===== src/rtl/uart_ann_pkg.sv =====
package uart_ann_pkg;

   typedef enum logic [2:0] {
      ANN_WAIT  = 3'd0,
      ANN_START = 3'd1,
      ANN_DATA  = 3'd2,
      ANN_STOP  = 3'd3,
      ANN_IDLE  = 3'd4
   } ann_state_t;

endpackage


===== src/rtl/ann_stop_latch.sv =====
module ann_stop_latch (
   input  logic clk,
   input  logic rst_n,
   input  logic strobe,
   output logic stop_pending
);

   logic stop_lat;

   always_ff @(posedge clk) begin
      if (!rst_n) stop_lat <= 1'b0;
      else        stop_lat <= stop_lat | strobe;
   end

   // a strobe counts in the same cycle it arrives
   assign stop_pending = stop_lat | strobe;


   latch_hold_chk: assert property (@(posedge clk) disable iff (!rst_n)
      ($past(strobe) && $past(rst_n)) |-> stop_lat);

endmodule


===== src/rtl/ann_bit_select.sv =====
module ann_bit_select #(
   parameter int          DATA_BITS = 8,
   parameter bit          LSB_FIRST = 1'b1,
   parameter logic [DATA_BITS-1:0] CHAR_VAL = '1,
   localparam int         IDX_W     = (DATA_BITS > 1) ? $clog2(DATA_BITS) : 1
) (
   input  logic [IDX_W-1:0] idx,
   output logic             bit_val
);

   generate
      if (LSB_FIRST) begin : g_lsb
         assign bit_val = CHAR_VAL[idx];
      end else begin : g_msb
         localparam logic [IDX_W-1:0] TOP = IDX_W'(DATA_BITS - 1);
         assign bit_val = CHAR_VAL[TOP - idx];
      end
   endgenerate

endmodule


===== src/rtl/ann_bit_sequencer.sv =====
module ann_bit_sequencer
   import uart_ann_pkg::*;
#(
   parameter int DATA_BITS = 8,
   parameter int STOP_BITS = 1,
   localparam int IDX_W    = (DATA_BITS > 1) ? $clog2(DATA_BITS) : 1,
   localparam int STOP_W   = (STOP_BITS > 1) ? $clog2(STOP_BITS) : 1
) (
   input  logic             clk,
   input  logic             rst_n,
   input  logic             baud_tick,
   input  logic             stop_pending,
   input  logic             data_bit,
   output logic [IDX_W-1:0] idx,
   output logic             tx_line,
   output logic             active
);

   localparam logic [IDX_W-1:0]  LAST_IDX  = IDX_W'(DATA_BITS - 1);
   localparam logic [STOP_W-1:0] LAST_STOP = STOP_W'(STOP_BITS - 1);

   ann_state_t        state;
   logic [STOP_W-1:0] stop_cnt;

   always_ff @(posedge clk) begin
      if (!rst_n) begin
         state    <= ANN_WAIT;
         idx      <= '0;
         stop_cnt <= '0;
      end else if (baud_tick) begin
         case (state)
            ANN_WAIT:  state <= stop_pending ? ANN_IDLE : ANN_START;
            ANN_START: begin
               state <= ANN_DATA;
               idx   <= '0;
            end
            ANN_DATA: begin
               if (idx == LAST_IDX) begin
                  state    <= ANN_STOP;
                  stop_cnt <= '0;
               end else begin
                  idx <= idx + IDX_W'(1);
               end
            end
            ANN_STOP: begin
               if (stop_cnt == LAST_STOP) state <= stop_pending ? ANN_IDLE : ANN_START;
               else                       stop_cnt <= stop_cnt + STOP_W'(1);
            end
            ANN_IDLE:  state <= ANN_IDLE;
            default:   state <= ANN_WAIT;
         endcase
      end
   end

   always_comb begin
      case (state)
         ANN_START: tx_line = 1'b0;
         ANN_DATA:  tx_line = data_bit;
         default:   tx_line = 1'b1;
      endcase
   end

   assign active = (state != ANN_IDLE);


   line_hold_chk: assert property (@(posedge clk) disable iff (!rst_n)
      !$past(baud_tick) |-> $stable(tx_line));


   idle_sticky_chk: assert property (@(posedge clk) disable iff (!rst_n)
      (state == ANN_IDLE) |=> (state == ANN_IDLE));


   idx_range_chk: assert property (@(posedge clk) disable iff (!rst_n)
      idx <= LAST_IDX);


   idle_entry_chk: assert property (@(posedge clk) disable iff (!rst_n)
      ((state == ANN_IDLE) && ($past(state) != ANN_IDLE))
         |-> (($past(state) == ANN_STOP) || ($past(state) == ANN_WAIT)));

endmodule


===== src/rtl/uart_announce_tx.sv =====
module uart_announce_tx #(
   parameter int                   DATA_BITS = 8,
   parameter int                   STOP_BITS = 1,
   parameter bit                   LSB_FIRST = 1'b1,
   parameter logic [DATA_BITS-1:0] CHAR_VAL  = '1
) (
   input  logic clk,
   input  logic rst_n,
   input  logic baud_tick,
   input  logic first_block_seen,
   output logic tx_line,
   output logic announce_active
);

   localparam int IDX_W = (DATA_BITS > 1) ? $clog2(DATA_BITS) : 1;

   generate
      if (DATA_BITS < 5 || DATA_BITS > 9) begin : g_bad_data
         $error("uart_announce_tx: DATA_BITS must be 5..9");
      end
      if (STOP_BITS < 1 || STOP_BITS > 2) begin : g_bad_stop
         $error("uart_announce_tx: STOP_BITS must be 1 or 2");
      end
   endgenerate

   logic             stop_pending;
   logic             data_bit;
   logic [IDX_W-1:0] bit_idx;

   ann_stop_latch u_latch (
      .clk          (clk),
      .rst_n        (rst_n),
      .strobe       (first_block_seen),
      .stop_pending (stop_pending)
   );

   ann_bit_select #(
      .DATA_BITS (DATA_BITS),
      .LSB_FIRST (LSB_FIRST),
      .CHAR_VAL  (CHAR_VAL)
   ) u_sel (
      .idx     (bit_idx),
      .bit_val (data_bit)
   );

   ann_bit_sequencer #(
      .DATA_BITS (DATA_BITS),
      .STOP_BITS (STOP_BITS)
   ) u_seq (
      .clk          (clk),
      .rst_n        (rst_n),
      .baud_tick    (baud_tick),
      .stop_pending (stop_pending),
      .data_bit     (data_bit),
      .idx          (bit_idx),
      .tx_line      (tx_line),
      .active       (announce_active)
   );


   idle_line_chk: assert property (@(posedge clk) disable iff (!rst_n)
      !announce_active |-> tx_line);


   active_fall_chk: assert property (@(posedge clk) disable iff (!rst_n)
      $fell(announce_active) |-> $past(baud_tick));

endmodule


===== config.mk =====
export PLATFORM = sky130hd
export DESIGN_NAME = uart_announce_tx
export DESIGN_NICKNAME = d
export VERILOG_FILES = /design/src/rtl/uart_ann_pkg.sv /design/src/rtl/ann_stop_latch.sv /design/src/rtl/ann_bit_select.sv /design/src/rtl/ann_bit_sequencer.sv /design/src/rtl/uart_announce_tx.sv
export SDC_FILE = /design/constraint.sdc
export NUM_CORES = 1
export LEC_CHECK = 0
export ABC_AREA = 1
export CORE_AREA = 4 4 41 43
export CTS_CLUSTER_DIAMETER = 100
export DETAILED_ROUTE_END_ITERATION = 8
export DIE_AREA = 0 0 45 47
export GPL_TIMING_DRIVEN = 0
export RECOVER_POWER = 100
export SKIP_CTS_REPAIR_TIMING = 1
export SYNTH_ARGS = -nofsm -noshare
export SYNTH_HDL_FRONTEND = slang
export SYNTH_SLANG_ARGS = --single-unit

===== constraint.sdc =====
create_clock -name clk -period 3.3 [get_ports clk]
set_clock_uncertainty 0.1 [all_clocks]
set_input_delay 0.33 -clock clk [delete_from_list [all_inputs] [get_ports clk]]
set_output_delay 0.33 -clock clk [all_outputs]
set_load 0.02 [all_outputs]

## Word level (Yosys, flattened, before mapping)

Memories as Yosys holds them, arrays and structs flattened. A register that Yosys moved wholly into a read port is not among the register bits.
Index checks and enable logic that the tools add are counted.

| cells by class | value |
|---|---|
| $add $sub $neg | 2 |
| $lt $le $gt $ge | 1 |
| eq/ne operators | 9 |
| muxes and demuxes | 13 |
| bitwise gates (word level) | 1 |
| reductions and logical operators | 6 |

Operator list:

| operator | number |
|---|---|
| two-way mux 3 bit | 6 |
| case mux 3 bit (5 select lines) | 1 |
| AND reduction 3 bit | 3 |
| equality test 3 x 2 -> 1 bit (second input constant) | 2 |
| equality test 3 bit (second input constant) | 2 |
| case mux 3 bit (2 select lines) | 1 |
| < comparator 3 x 4 -> 1 bit (second input constant) | 1 |
| inequality test 2 bit (second input constant) | 2 |
| case mux 1 bit (2 select lines) | 2 |
| nonzero test 2 bit | 2 |
| adder 3 x 1 -> 3 bit (second input constant) | 1 |
| equality test 3 x 1 -> 1 bit (second input constant) | 1 |
| zero test 3 bit | 1 |
| two-way mux 1 bit | 3 |
| inequality test 3 bit (second input constant) | 1 |
| inequality test 2 x 1 -> 1 bit (second input constant) | 1 |
| adder 1 bit (second input constant) | 1 |
| OR 1 bit | 1 |

| word-level totals | value |
|---|---|
| register bits | 8 |
| ROM bits | 8 |
| input port bits | 4 |
| output and inout bits | 2 |
| word-level logic and storage cells | 37 |
| memories | 1 |

Memories:

| name | words | width | read ports | clocked after Yosys merged registers in | write ports | line | RTL |
|---|---|---|---|---|---|---|---|
| (no name shown) | 8 | 1 | 1 | 1 | 0 | ann_bit_select.sv:13 | `assign bit_val = CHAR_VAL[idx];` |

## Logic depth before layout (Yosys ltp)

| depth | value |
|---|---|
| depth in word-level cells | 5 |
| gate-level depth with buffers | 7 |
| depth with buffers taken out | 7 |

## Cells and area by module

Synthesis repeated with hierarchy kept, for this count alone.

| second synthesis, totals | value |
|---|---|
| cells, all modules | 67 |
| area total of the unflattened synthesis | 437.9 um^2 |

By module, submodules not included:

| module | instances | cells each | area each (um^2) | sequential area each (um^2) |
|---|---|---|---|---|
| ann_bit_sequencer | 1 | 60 | 389.1 | 120.1 |
| ann_stop_latch | 1 | 5 | 37.5 | 20.0 |
| ann_bit_select | 1 | 2 | 11.3 | 0.0 |

## Least setup slack after synthesis

OpenSTA, ideal clock, no wires.

| timing | value |
|---|---|
| kind | register to register |
| from | reg u_seq.idx[0] |
| to | reg u_seq.state[2] |
| setup time | 116 ps |
| data arrival time | 1,080 ps |
| data required time | 3,084 ps |
| setup slack | 2,004 ps |
| cell stages (with the launch flop) | 8 |
| buffers on the path | 0 |
| period minus slack after synthesis | 1,296 ps |
| path through | dfxtp_1 -> ha_1 -> ha_1 -> nand3b_4 -> nand2_2 -> nor2_1 -> nor2_1 -> nor2_1 |

| between the ends | value |
|---|---|
| cells in the longest elaborated chain, start to end | 3 |

RTL lines:

| element | line | RTL |
|---|---|---|
| start, declared | ann_bit_sequencer.sv:14 | `output logic [IDX_W-1:0] idx,` |
| start signal, assigned | ann_bit_sequencer.sv:42 | `idx <= idx + IDX_W'(1);` |
| equality test 3 bit | ann_bit_sequencer.sv:38 | `if (idx == LAST_IDX) begin` |
| inequality test 2 x 1 -> 1 bit (no source line) | - |  |
| AND reduction 3 bit (no source line) | - |  |
| end signal, assigned | ann_bit_sequencer.sv:32 | `ANN_WAIT: state <= stop_pending ? ANN_IDLE : ANN_START;` |
| end signal, assigned | ann_bit_sequencer.sv:46 | `if (stop_cnt == LAST_STOP) state <= stop_pending ? ANN_IDLE : ANN_START;` |
| end, declared | ann_bit_sequencer.sv:22 | `ann_state_t state;` |

No other way between the ends.
A chain may end at the register's enable or synchronous reset.

## Worst setup path in the final report

| timing | value |
|---|---|
| from | reg u_seq.state[0] |
| to | out announce_active |

| between the ends | value |
|---|---|
| cells in the longest elaborated chain, start to end | 1 |

RTL lines:

| element | line | RTL |
|---|---|---|
| inequality test 3 bit | ann_bit_sequencer.sv:63 | `assign active = (state != ANN_IDLE);` |
| end, declared | uart_announce_tx.sv:12 | `output logic announce_active` |

No other way between the ends.

==> flow_summary.ini <==
[status]
status = complete, no violations

[worst_setup_path]
r2r-start = u_seq.idx[0]
startpoint_type = flip-flop
worstSetupPathType = reg2out
rr_worst_depth = 6
path_max_fanout = 6
end_kind = output port
path_cells = inv_2, nand3_1, dlygate4sd3_1
worstPathArrival_ns = 1.51
slowest_delay_ns = 0.67
worstPathRequired_ns = 2.87
crit_slowest_cell = dlygate4sd3_1
critPathLaunch = u_seq.state[0]

[power]
combPwrFrac = 0.172
peakVddDrop_mv = 0.1982
power.switching_uw = 59.03
power_frac_clock = 0.379
intPower_uw = 150.0
switching_share = 0.2825
power.density_nw_per_um2 = 457.6
p_leak_nw = 0.1939
p_seq_frac = 0.449

[sta]
setup_violations = 0
period_needed_ns = 1.943
hold_ws_ns = 0.3612
slew_violations = 0
setup_tns_ns = 0
relSlewSlack = 0.8551
rsz0062_at_grt = no
max_freq_ghz = 0.5146
worst_pin_slew_ns = 0.2167
fin_crit_sh = 0.5888
finalHoldViolations = 0

[yosys]
ys_ff_latch = 7
syn-cell-area_um2 = 384.1
ys_warn_count = 0
ys_seq_area_frac = 0.3648
synthDistinctLibCells = 15
synthFlopType = dfxtp_1
synth_edf_count = 0
syn_area_per_cell_um2 = 7.113
synthesis.nets = 60
synthesis.instances = 54
ys_async_sr_fraction = 0

[die]
row_count = 13
start_util = 0.2952
fp.dieH_um = 47
dieArea_um2 = 2115
ios = 6
coreArea_um2 = 1301
die_x_um = 45

[place]
portBuffers = 5
hpwl_um = 557.1
gp_congestion = 0.6771
placed_cell_area_um2 = 452.9
placed_cells = 74

[cells_and_area]
final_cells = 78
layout-drive-gt1-share = 0.1111
antennaDiodeCount = 0
fin_area_um2 = 456.7
area_growth_pct = 18.89
nets = 70
nFillCells = 158

[global_routing]
track_usage = 0.08940
antenna_found_initial = 0
grt_pass1_wl_um = 1228
grt-ovfl-total = 0
grt_pass1_vias = 308
grt_max_degree = 7

[hold_path]
worst_hold_path_type = reg2reg
hold_path_depth = 2
hold_path.startpoint = u_latch.stop_lat

[routing]
vias_per_cell = 4.551
drt.antenna.violating_nets = 0
wl_per_cell_um = 9.154
drt-total-wl_um = 714
drt_pass1_iterations = 4
drtIter0Drc = 4
num_vias = 355
drc = 0

[clock_network]
cts_buffers = 3
clkSlewWorstSetupHoldPaths_ns = 0.05
cts_tree = yes
clkLatencyLatePin_ns = 0.25
clock-root-buffer = clkbuf_4
htree_levels = 1
cts_sinks = 7
clockBufferDepth = 2

[job]
drv_cap = 0
## metrics by stage
| step | utilization | power, mW | setup slack [ns] |
|---|---|---|---|
| final | 0.3510 | 0.2090 | 1.357 |
| after global routing | 0.3510 | 0.2245 | 1.271 |
| after CTS | 0.3683 | 0.2173 | 1.397 |
| after detailed placement | 0.3481 | 0.1355 | 1.678 |
| after global placement | 0.3481 | 0.1355 | 1.680 |
| after floorplan | - | 0.1218 | 2.004 |
## synthesized netlist by cell type (2+ instances only)
cell,instances,area (um^2)
nand2_1,10,37.54
nor2_1,13,48.80
nand3_1,5,25.02
inv_1,3,11.26
ha_1,2,25.02
nor2_4,2,22.52
dfxtp_1,7,140.1
inv_2,3,11.26
a21oi_1,3,15.01
## power groups by stage
| stage | clock [mW] | sequential [mW] | combinational (mW) |
|---|---|---|---|
| floorplan | 0 | 0.0946 | 0.0272 |
| global placement | 0 | 0.0955 | 0.0399 |
| detailed placement | 0 | 0.0956 | 0.0399 |
| CTS | 0.0835 | 0.0938 | 0.0401 |
| global route | 0.0896 | 0.0942 | 0.0407 |
| finish | 0.0792 | 0.0939 | 0.0359 |
## cells by family after synthesis
family	Yosys count	share of synthesized area
AND/OR/NAND/NOR	34	0.4463
AO/OA/AOI/OAI	5	0.06511
buffers and inverters	6	0.05863
flip-flops	7	0.3648
adder cells (fa/ha/maj)	2	0.06514
## registers in the layout, indices dropped and copies added (netlist names)
signal,flops
u_seq.idx,3
u_seq.state,3
u_latch.stop_lat,1
## critical path, delay by kind of cell (launching register included)
family	cells	cell delay (ns)
and+or+nand+nor	1	0.08
buffers and inverters	2	0.76
DFF	1	0.42
## routing by layer
metal | GRT usage | routed length [um]
met1 | 0.09817 | 338
met2 | 0.1130 | 294
met3 | 0.03448 | 40
met4 | 0.1228 | 41
met5 | 0 | 0
## cells in the final DEF (no fill, tap or decap)
cell type         n
ha_1              2
clkbuf_1          1
dfxtp_1           7
nand4_1           1
o21ai_0           1
clkdlybuf4s50_1   2
o21ai_1           1
clkbuf_4          3
nand3_1           5
dlygate4sd3_1     3
nor2_1           14
nor3_1            1
inv_2             3
a21oi_1           3
nand3b_1          1
nor2_4            1
nand2_1          11
inv_1             3
## area by class of cell
type	count	area, um^2	share of cell area
Timing Repair Buffer	5	50.05	0.1096
Multi-Input combinational cell	41	198.9	0.4356
Sequential cell	7	140.1	0.3068
Tap cell	15	18.77	0.04110
Clock buffer	4	26.28	0.05753
Inverter	6	22.52	0.04932
## final timing paths
kind | slack [ns] | end
worst max-delay path | 1.36 | announce_active
worst min-delay path | 0.36 | u_latch.stop_lat
worst max register to register | 1.83 | u_seq.idx[1]
worst min register to register | 0.36 | u_latch.stop_lat
Note: power is estimated with default switching activity, not from simulation.
